**src/rtl/irq_coalesce_pkg.sv**
```systemverilog
package irq_coalesce_pkg;
  // positions of the two interrupt events inside the pulse vector
  localparam int unsigned EV_CMPL = 0;
  localparam int unsigned EV_DLY  = 1;
  localparam int unsigned EV_NUM  = 2;

  typedef logic [EV_NUM-1:0] ev_vec_t;
endpackage

```
**src/rtl/ic_pkt_counter.sv**
```systemverilog
module ic_pkt_counter #(
  parameter int unsigned CNT_W   = 8,
  parameter int unsigned RST_CNT = 1
) (
  input  logic             clk,
  input  logic             rst_n,
  input  logic [CNT_W-1:0] thresh,
  input  logic             reload_wr,
  input  logic             done,
  input  logic             tmr_expire,
  output logic [CNT_W-1:0] cnt,
  output logic             hit
);
  localparam logic [CNT_W-1:0] ONE = CNT_W'(1);

  logic [CNT_W-1:0] eff_thresh;
  logic [CNT_W-1:0] cnt_q;

  // zero threshold is promoted to one so the count can never wrap
  assign eff_thresh = (thresh == '0) ? ONE : thresh;
  assign hit        = done && !reload_wr && (cnt_q == ONE);

  always_ff @(posedge clk or negedge rst_n) begin
    if (!rst_n) begin
      cnt_q <= CNT_W'(RST_CNT);
    end else if (reload_wr) begin
      cnt_q <= eff_thresh;
    end else if (done) begin
      cnt_q <= hit ? eff_thresh : cnt_q - ONE;
    end else if (tmr_expire) begin
      cnt_q <= eff_thresh;
    end
  end

  assign cnt = cnt_q;
endmodule

```
**src/rtl/ic_delay_timer.sv**
```systemverilog
module ic_delay_timer #(
  parameter int unsigned DLY_W = 8
) (
  input  logic             clk,
  input  logic             rst_n,
  input  logic [DLY_W-1:0] delay,
  input  logic             restart,
  input  logic             tick,
  output logic [DLY_W-1:0] tmr,
  output logic             expire
);
  localparam logic [DLY_W-1:0] ONE = DLY_W'(1);

  logic [DLY_W-1:0] tmr_q;
  logic             armed;

  assign armed  = (tmr_q != '0);
  assign expire = tick && (tmr_q == ONE);

  always_ff @(posedge clk or negedge rst_n) begin
    if (!rst_n) begin
      tmr_q <= '0;
    end else if (restart) begin
      tmr_q <= delay;
    end else if (tick && armed) begin
      tmr_q <= tmr_q - ONE;
    end
  end

  assign tmr = tmr_q;
endmodule

```
**src/rtl/ic_set_pulse.sv**
```systemverilog
module ic_set_pulse
  import irq_coalesce_pkg::*;
(
  input  logic    clk,
  input  logic    rst_n,
  input  ev_vec_t ev,
  output ev_vec_t pulse
);
  for (genvar i = 0; i < EV_NUM; i++) begin : g_ev
    logic q;
    always_ff @(posedge clk or negedge rst_n) begin
      if (!rst_n) q <= 1'b0;
      else        q <= ev[i];
    end
    assign pulse[i] = q;
  end
endmodule

```
**src/rtl/irq_coalesce.sv**
```systemverilog
module irq_coalesce
  import irq_coalesce_pkg::*;
#(
  parameter int unsigned CNT_W   = 8,
  parameter int unsigned DLY_W   = 8,
  parameter int unsigned RB_W    = 8,
  parameter int unsigned RST_CNT = 1
) (
  input  logic             clk,
  input  logic             rst_n,
  input  logic [CNT_W-1:0] cfg_thresh,
  input  logic [DLY_W-1:0] cfg_delay,
  input  logic             cfg_wr,
  input  logic             pkt_done,
  input  logic             tmr_tick,
  output logic             cmpl_irq_set,
  output logic             dly_irq_set,
  output logic [RB_W-1:0]  cmpl_count,
  output logic [RB_W-1:0]  dly_count
);
  logic [CNT_W-1:0] cnt_q;
  logic [DLY_W-1:0] tmr_q;
  logic             cnt_hit;
  logic             tmr_exp;
  logic             tmr_restart;
  ev_vec_t          ev;
  ev_vec_t          pulse;

  assign tmr_restart = pkt_done && (cfg_delay != '0);

  ic_pkt_counter #(.CNT_W(CNT_W), .RST_CNT(RST_CNT)) u_cnt (
    .clk        (clk),
    .rst_n      (rst_n),
    .thresh     (cfg_thresh),
    .reload_wr  (cfg_wr),
    .done       (pkt_done),
    .tmr_expire (tmr_exp),
    .cnt        (cnt_q),
    .hit        (cnt_hit)
  );

  ic_delay_timer #(.DLY_W(DLY_W)) u_tmr (
    .clk     (clk),
    .rst_n   (rst_n),
    .delay   (cfg_delay),
    .restart (tmr_restart),
    .tick    (tmr_tick),
    .tmr     (tmr_q),
    .expire  (tmr_exp)
  );

  always_comb begin
    ev          = '0;
    ev[EV_CMPL] = cnt_hit;
    ev[EV_DLY]  = tmr_exp;
  end

  ic_set_pulse u_pulse (
    .clk   (clk),
    .rst_n (rst_n),
    .ev    (ev),
    .pulse (pulse)
  );

  assign cmpl_irq_set = pulse[EV_CMPL];
  assign dly_irq_set  = pulse[EV_DLY];

  // readback keeps the low bits; narrower state is zero-extended
  if (RB_W <= CNT_W) begin : g_rb_cnt_trunc
    assign cmpl_count = cnt_q[RB_W-1:0];
  end else begin : g_rb_cnt_ext
    assign cmpl_count = {{(RB_W-CNT_W){1'b0}}, cnt_q};
  end

  if (RB_W <= DLY_W) begin : g_rb_tmr_trunc
    assign dly_count = tmr_q[RB_W-1:0];
  end else begin : g_rb_tmr_ext
    assign dly_count = {{(RB_W-DLY_W){1'b0}}, tmr_q};
  end
endmodule

```
**config.mk**
```make
export PLATFORM = sky130hd
export DESIGN_NAME = irq_coalesce
export DESIGN_NICKNAME = d
export VERILOG_FILES = /design/src/rtl/irq_coalesce_pkg.sv /design/src/rtl/ic_pkt_counter.sv /design/src/rtl/ic_delay_timer.sv /design/src/rtl/ic_set_pulse.sv /design/src/rtl/irq_coalesce.sv
export SDC_FILE = /design/constraint.sdc
export NUM_CORES = 1
export LEC_CHECK = 0
export BUFFER_PORTS_ARGS = -buffer_cell sky130_fd_sc_hd__buf_2
export CAP_MARGIN = 20
export CORE_MARGIN = 5
export CORE_UTILIZATION = 54
export DETAILED_ROUTE_END_ITERATION = 8
export PLACE_DENSITY = 0.84
export REMOVE_ABC_BUFFERS = 1
export SLEW_MARGIN = 30
export SYNTH_ARGS = -nofsm -noshare
export SYNTH_HDL_FRONTEND = slang
export SYNTH_SLANG_ARGS = --single-unit
```
**constraint.sdc**
```tcl
create_clock -name clk -period 2.9 [get_ports clk]
set_input_delay 0.58 -clock clk [delete_from_list [all_inputs] [get_ports clk]]
set_output_delay 0.58 -clock clk [all_outputs]
set_load 0.05 [all_outputs]
```
## Word level (Yosys, flattened, before mapping)

Index checks and enable logic that the tools add are counted.

| word-level totals | value |
|---|---|
| bits of input ports | 21 |
| logic and storage cells | 26 |
| output and inout bits | 18 |
| register bits after elaboration | 18 |

| operators by class | value |
|---|---|
| reductions and logical operators | 11 |
| equal/unequal tests | 2 |
| $add $sub $neg | 2 |
| multiplexer cells | 7 |

Operator list:

| cell | count |
|---|---|
| $mux 8 | 7 |
| $eq 8x1->1 const B | 2 |
| $reduce_bool 8->1 | 2 |
| $sub 8x1->8 const B | 2 |
| $logic_not 8->1 | 1 |
| $logic_and 1x1->1 | 5 |
| $reduce_bool 3->1 | 1 |
| $reduce_bool 2->1 | 1 |
| $logic_not 1->1 | 1 |

## Depth between registers and ports, before layout

Gate-level depths: netlist of the first run.

| logic depth | value |
|---|---|
| word-level depth | 6 |
| mapped depth | 7 |

## By module

Synthesis of the first run repeated with hierarchy kept, for this count alone.

| second synthesis, totals | value |
|---|---|
| cells, all modules | 140 |
| area total of the unflattened synthesis | 1272.5 µm² |

Modules (own cells, without submodules):

| module | times used | cells each | area an instance (µm²) |
|---|---|---|---|
| ic_pkt_counter | 1 | 67 | 596.8 |
| ic_delay_timer | 1 | 66 | 590.6 |
| ic_set_pulse | 1 | 4 | 65.1 |
| irq_coalesce | 1 | 3 | 20.0 |

## Worst setup path after synthesis of the first run

Ideal clock, no wire load.

| timing path | value |
|---|---|
| kind | flip-flop to flip-flop |
| start point | reg u_tmr.tmr_q[1], in the netlist u_tmr.tmr[1] |
| end point | reg u_cnt.cnt_q[3], in the netlist u_cnt.cnt[3] |
| path buffers | 0 |
| path slack | 0.836 ns |
| stages on the path, launching flop included | 7 |
| arrival time | 1.937 ns |
| cell sequence | dfrtp_1 -> inv_1 -> ha_1 -> nor4bb_2 -> a211oi_2 -> nor2_1 -> o2bb2a_1 |

| between the ends | value |
|---|---|
| cells in the longest elaborated chain, start to end | 3 |

Ends and longest elaborated chain:

| item | RTL line | source |
|---|---|---|
| from (decl) | ic_delay_timer.sv:14 | `logic [DLY_W-1:0] tmr_q;` |
| from (signal assigned) | ic_delay_timer.sv:24 | `tmr_q <= delay;` |
| from (signal assigned) | ic_delay_timer.sv:26 | `tmr_q <= tmr_q - ONE;` |
| $eq 8x1->1 | ic_delay_timer.sv:18 | `assign expire = tick && (tmr_q == ONE);` |
| $logic_and 1x1->1 | ic_delay_timer.sv:18 |  |
| $reduce_bool 3->1 (no source line) | -- |  |
| to (signal assigned) | ic_pkt_counter.sv:27 | `cnt_q <= eff_thresh;` |
| to (signal assigned) | ic_pkt_counter.sv:29 | `cnt_q <= hit ? eff_thresh : cnt_q - ONE;` |
| to (signal assigned) | ic_pkt_counter.sv:31 | `cnt_q <= eff_thresh;` |
| to (decl) | ic_pkt_counter.sv:17 | `logic [CNT_W-1:0] cnt_q;` |

No other way between the ends.
A chain may end at the register's enable or synchronous reset.

## Worst setup path after layout of the first run

| timing path | value |
|---|---|
| start point | reg u_tmr.tmr_q[6], in the netlist u_tmr.tmr[6] |
| end point | reg u_tmr.tmr_q[1], in the netlist u_tmr.tmr[1] |

| between the ends | value |
|---|---|
| cells in the longest elaborated chain, start to end | 3 |

Ends and longest elaborated chain:

| item | RTL line | source |
|---|---|---|
| $reduce_bool 8->1 | ic_delay_timer.sv:17 | `assign armed = (tmr_q != '0);` |
| $logic_and 1x1->1 | ic_delay_timer.sv:25 | `end else if (tick && armed) begin` |
| $reduce_bool 2->1 (no source line) | -- |  |

No other way between the ends.

==> metrics.cfg, run 1 <==
[pwr]
power_uw = 795
leakagePower_uw = 0.000652
pwr-share-comb_pct = 39.1
p_per_area_nw_per_um2 = 541
p_sw_uw = 339
p_int_uw = 456
ir_drop_uv = 383
power.share.switching_pct = 42.6
seq_power_share_pct = 41.7
p_clk_share_pct = 19.1

[logic_synthesis]
muxShareOfSynthArea_pct = 3.52
synth_top_family_by_area = compound AO/OA/AOI/OAI gates
async_flop_share_pct = 100
synthDistinctLibCells = 47
synth-edff-count = 0
synth_simple_gate_area_share_pct = 24.2
yosysTopAreaCell = dfrtp_1
seq_area_frac_synth_pct = 37.3
yosysMostFrequentCell = dfrtp_1
synth_fa_ha_area_share_pct = 5.17
synth_cells = 129
syn_area_per_cell_sq_um = 9.38
synth_compound_area_share_pct = 25.9
ys.flop_type = dfrtp_1
synthXorXnorAreaFrac_pct = 0.724
synth_top_area_share_pct = 35.2
yosys_register_bits = 18
syn_area_sq_um = 1210
yosys_warnings = 0
yosys-top-cells-area = dfrtp_1 35%, o21ai_1 6.6%, ha_1 5.2%
synth_common_cells = 17 x dfrtp_1, 16 x o21ai_1, 9 x nand2_1, 8 x inv_1, 7 x nor2_1

[grt]
antenna_found_initial = 0
gr-total-overflow = 0
grt_pass1_wl_mm = 5.09
grt_max_degree = 19
grt_usage_pct = 19.5
grt_pass1_vias = 1186

[timing]
min_period_ps = 1920
timing.final.ws_setup_ps = 978
hold_viol = 0
fmax_mhz = 520
holdWs_ps = 211
maxSlewViolCount = 0
tns_ps = 0
tightest_slew_ps = 619
slew_headroom_pct = 58.6
setup_viol = 0
fin_skew_ps = 1.59
period_share_pct = 66.3
rsz0062_at_grt = no

[clocking]
root_buffer = clkbuf_4
clk_latency_ps = 290
numClockSinks = 18
numCtsBuffers = 3
clk_pin_slew_worst_paths_ps = 100
post_cts_buffers = 0
cts_tree = done
cts-resized-gates = 0
cts_hold_buf = 0
cts_max_path_buffers = 2
htree_levels = 1

[critical_path]
cp-end-kind = flop
r2r_cells = 4
critPathArrivalTime_ps = 2130
start_kind = flop
cp.required_ps = 3110
r2r-start = u_tmr.tmr[6]$_DFFE_PN0P_
critPathCapture = u_tmr.tmr[1]$_DFFE_PN0P_
reg2reg_to = u_tmr.tmr[1]$_DFFE_PN0P_
ff2ff_setup_slack_ps = 980
cp_max_fo = 5
critPathLaunch = u_tmr.tmr[6]$_DFFE_PN0P_
critPathKind = flop to flop

[die]
dieHeight_um = 57.3
start_util_pct = 55.8
core_area_sq_um = 2170
rows = 17
pin_count = 39
die_area_sq_um = 3290
die_x_um = 57.3

[finish]
fin_area_sq_um = 1470
area_growth_pct = 21.5
drive_above_1_share_pct = 31.2
finalNetCount = 197
insertedDiodeCount = 0
fillerInstances = 190
regArea_sq_um = 452
multi_input_area_sq_um = 719

[detailed_routing]
ant_nets = 0
drtIter0Drc = 32
avgRoutedWirePerCell_um = 15.3
drt-total-wl_mm = 3.02
vias = 1218
vias_per_cell = 6.15
drc = 0
first_pass_iters = 4

[placed_design]
gp_congestion = 0.873
hpwl_mm = 2.37
port-buffer-count = 38
dpl_cell_area_sq_um = 1430
dp_slack_ps = 904

[worst_hold_path]
worstHoldPathType = input port to async pin

[run_status]
status = completed

[run]
drv_cap = 0

==> layer usage <==
| layer | GRT usage [%] | vias up | routed length (um) |
|---|---|---|---|
| met4 | 10.9 | 0 | 71 |
| met1 | 23.0 | 583 | 1220 |
| li1 | - | 574 | - |
| met3 | 3.62 | 8 | 239 |
| met2 | 33.3 | 53 | 1490 |
| met5 | 0 | - | 0 |
==> how the worst min path moves through the flow <==
stage                from                       end  slack, ps
global placement    rst_n  u_tmr.tmr[7]$_DFFE_PN0P_        540
CTS                 rst_n  u_tmr.tmr[6]$_DFFE_PN0P_        210
finish              rst_n  u_tmr.tmr[7]$_DFFE_PN0P_        210
floorplan           rst_n  u_cnt.cnt[1]$_DFFE_PN0P_        280
detailed placement  rst_n  u_tmr.tmr[7]$_DFFE_PN0P_        540
global route        rst_n  u_cnt.cnt[4]$_DFFE_PN0P_        220
==> metrics by stage <==
stage / cells / util, %
floorplan: 127 / -
global placement: 194 / 66.1
detailed placement: 194 / 66.1
CTS: 198 / 67.8
global route: 198 / 67.8
finish: 198 / 67.8
==> final cells by class <==
class / instances / area share (%)
Clock buffer: 4 / 2.47
Inverter: 8 / 2.04
Multi-Input combinational cell: 101 / 48.9
Sequential cell: 18 / 30.7
Tap cell: 28 / 2.38
Timing Repair Buffer: 39 / 13.4
==> state kept, by name (all words and copies together), names as in the netlist <==
register and count:
u_cnt.cnt 8, u_pulse.g_ev.q 2, u_tmr.tmr 8
==> power by group through the flow <==
| stage | Clock, uW | Sequential [uW] | Combinational, uW |
|---|---|---|---|
| final | 152 | 332 | 311 |
| after detailed placement | 0 | 336 | 311 |
| after global placement | 0 | 333 | 304 |
| after CTS | 161 | 331 | 312 |
| after floorplan | 0 | 436 | 118 |
| after global routing | 176 | 339 | 337 |
==> kinds of logic after synthesis <==
family / after synthesis
AO/OA/AOI/OAI: 43
XOR/XNOR: 1
adder cells (fa/ha/maj): 5
buffers and inverters: 10
flip-flops: 18
multiplexers: 4
AND/OR/NAND/NOR: 48
==> cells in the final DEF (no fill, tap or decap), types with 3 or more instances in the layout <==
master / synthesis / layout
nor4_1: 5 / 5
nor3_1: 5 / 5
o21ai_1: 16 / 16
nor2b_1: 3 / 3
inv_1: 8 / 8
o21ai_0: 3 / 3
nand2_1: 9 / 9
nor2_1: 7 / 7
clkbuf_4: 0 / 3
dfrtp_1: 17 / 17
a21oi_1: 5 / 5
buf_2: 1 / 38
ha_1: 5 / 5
==> critical path, cell delays in order, from the launching register on <==
cell	delay (ps)
dfrtp_1	430
or4_4	610
o41ai_4	280
mux2_1	370
o21ai_1	150
Power figures use the tool's default switching activity.
==> inputs of run 2 (changes only) <==
- ABC_AREA: not set -> 1
- CORE_UTILIZATION: 54 -> 46
- PLACE_DENSITY: 0.84 -> 0.75
- clock period: 2.9 -> 1.54 ns (I/O delays scaled with it)
==> metrics.cfg, run 2 <==
[run_status]
status = completed

[die]
start_util_pct = 48.0  ; -7.8 points
die_x_um = 63.6  ; +11%
dieHeight_um = 63.6  ; +11%
rows = 19  ; +2
core_area_sq_um = 2760  ; +27%
pin_count = 39  ; unchanged
die_area_sq_um = 4050  ; +23%

[pwr]
leakagePower_uw = 0.000921  ; +41%
p_per_area_nw_per_um2 = 935  ; +73%
ir_drop_uv = 667  ; +74%

[timing]
min_period_ps = 1480
fmax_mhz = 675
timing.final.ws_setup_ps = 58.0  ; -920 ps
slew_headroom_pct = 71.7  ; +13 points
period_share_pct = 96.2
fin_skew_ps = 10.3  ; +8.76 ps
setup_viol = 0  ; unchanged
tightest_slew_ps = 424  ; -195 ps
hold_viol = 0  ; unchanged
maxSlewViolCount = 0  ; unchanged

[critical_path]
cp_max_fo = 5  ; unchanged
crit_buf_inv = 1  ; +1
slowest_delay_ps = 590  ; -20 ps
r2r_cells = 7  ; +3
crit_cells = 1  ; -3
critPathKind = flop to primary output
cpLargestDelayFamily = flip-flops
worstPathCellList = buf_2
cp-end-kind = primary output
critPathSlowestCell = dfstp_2
critPathArrivalTime_ps = 1170  ; -960 ps
start_kind = flop
cp.required_ps = 1230  ; -1880 ps

[detailed_routing]
drtIter0Drc = 78  ; +140%
ant_nets = 0  ; unchanged
vias = 1375  ; +13%
avgRoutedWirePerCell_um = 12.1  ; -20%
drt-total-wl_mm = 3.33  ; +10%
first_pass_iters = 5  ; +1
drc = 0  ; unchanged
vias_per_cell = 5.02  ; -18%

[placed_design]
hpwl_mm = 2.64  ; +11%
dp_slack_ps = 114  ; -790 ps
gp_congestion = 0.857  ; -1.8%
dpl_cell_area_sq_um = 1590  ; +11%
port-buffer-count = 38  ; unchanged

[logic_synthesis]
seq_area_frac_synth_pct = 34.2  ; -3.2 points
synth_cells = 192  ; +49%
ys.flop_type = dfrtp_1
yosys_warnings = 0  ; unchanged
yosysMostFrequentCell = nand2_1
async_flop_share_pct = 100  ; unchanged
yosysTopAreaCell = dfrtp_1
syn_area_per_cell_sq_um = 6.89  ; -27%
synth_common_cells = 67 x nand2_1, 28 x nand3_1, 23 x inv_1, 20 x nor2_1, 17 x dfrtp_1
yosys-top-cells-area = dfrtp_1 32%, nand2_1 19%, nand3_1 11%
yosys_register_bits = 18  ; unchanged
synth-edff-count = 0  ; unchanged
synth_top_area_share_pct = 32.2  ; -3.0 points
synthDistinctLibCells = 22  ; -53%
syn_area_sq_um = 1320  ; +9.3%

[run]
drv_cap = 0  ; unchanged

[finish]
fin_area_sq_um = 1670  ; +14%
drive_above_1_share_pct = 28.8  ; -2.4 points
utilization_pct = 60.6  ; -7.1 points
area_growth_pct = 26.4
finalNetCount = 270  ; +37%
mostFrequentLayoutCell = nand2_1
layout_common_cells = 67 x nand2_1, 38 x buf_2, 28 x nand3_1, 22 x inv_1, 20 x nor2_1
insertedDiodeCount = 0  ; unchanged

[clocking]
root_buffer = clkbuf_4
clk_pin_slew_worst_paths_ps = 120  ; +20 ps
clk_latency_ps = 310  ; +20 ps
cts_max_path_buffers = 2  ; unchanged
numCtsBuffers = 3  ; unchanged
numClockSinks = 18  ; unchanged
htree_levels = 1  ; unchanged
cts_tree = done

[grt]
gr-total-overflow = 0  ; unchanged
grt_max_degree = 19  ; unchanged
grt_pass1_wl_mm = 5.88  ; +15%
antenna_found_initial = 0  ; unchanged
grt_pass1_vias = 1388  ; +17%
grt_usage_pct = 17.8  ; -1.7 points

[worst_hold_path]
worstHoldPathType = input port to flop
min_path_cells = 2

run 2: final timing paths:
kind / start / end / slack (ps)
worst max-delay path: u_cnt.cnt[0]$_DFFE_PN1P_ / cmpl_count[0] / 60
worst min-delay path: cfg_wr / u_pulse.g_ev[0].q$_DFF_PN0_ / 190
worst max register to register: u_cnt.cnt[0]$_DFFE_PN1P_ / u_cnt.cnt[1]$_DFFE_PN0P_ / 90
worst min register to register: u_cnt.cnt[0]$_DFFE_PN1P_ / u_cnt.cnt[0]$_DFFE_PN1P_ / 520
max in group asynchronous: rst_n / u_cnt.cnt[0]$_DFFE_PN1P_ / 760
min in group asynchronous: rst_n / u_tmr.tmr[4]$_DFFE_PN0P_ / 450
run 2: power by group:
group          internal [uW]  switching, uW  total, uW  leakage, uW
logic                    201            451        652     0.000682
registers                530           74.6        604     0.000218
clock network            144            162        306    0.0000210
run 2: timing repair:
action | CTS | global route
setup buffers | 0 | 2
resized for setup | 0 | 5
endpoints found under the setup margin | 0 | 7
hold buffers | 1 | 0
hold endpoints to repair | 17 | 0
run 2: logic make-up (layout without fill, tap and decap cells):
family                     count (synthesis)  count (layout)  share of synthesized area, %
adders and majority gates                  5               5                          4.73
xor gates and xnor gates                   7               7                          4.64
DFF                                       18              18                          34.2
AOI/OAI and AO/OA                          6               6                          3.97
buffers and inverters                     26              77                          8.14
and+or+nand+nor                          130             130                          44.4
run 2: final cells by class:
type	instances	area, sq um
clock buffers	4	36.3
fillers	267	1090
inverters	25	96.3
multi-input cells	148	773
flip-flops and latches	18	452
well taps	31	38.8
repair buffers	48	275
run 2: layer usage:
metal / up-vias / routed length (um) / GRT usage [%]
met1: 634 / 1400 / 20.9
met2: 38 / 1690 / 32.2
li1: 698 / - / -
met4: 0 / 41 / 5.45
met3: 5 / 198 / 3.37
met5: - / 0 / 0
run 2: per-stage QoR:
stage | instances | hold slack (ps) | setup TNS [ps] | power [uW]
after floorplan | 191 | 12.4 | -1440 | 1070
after global placement | 267 | 266 | 0 | 1250
after detailed placement | 267 | 268 | 0 | 1260
after CTS | 272 | 200 | 0 | 1560
after global routing | 274 | 196 | -4.97 | 1670
final | 274 | 192 | 0 | 1560
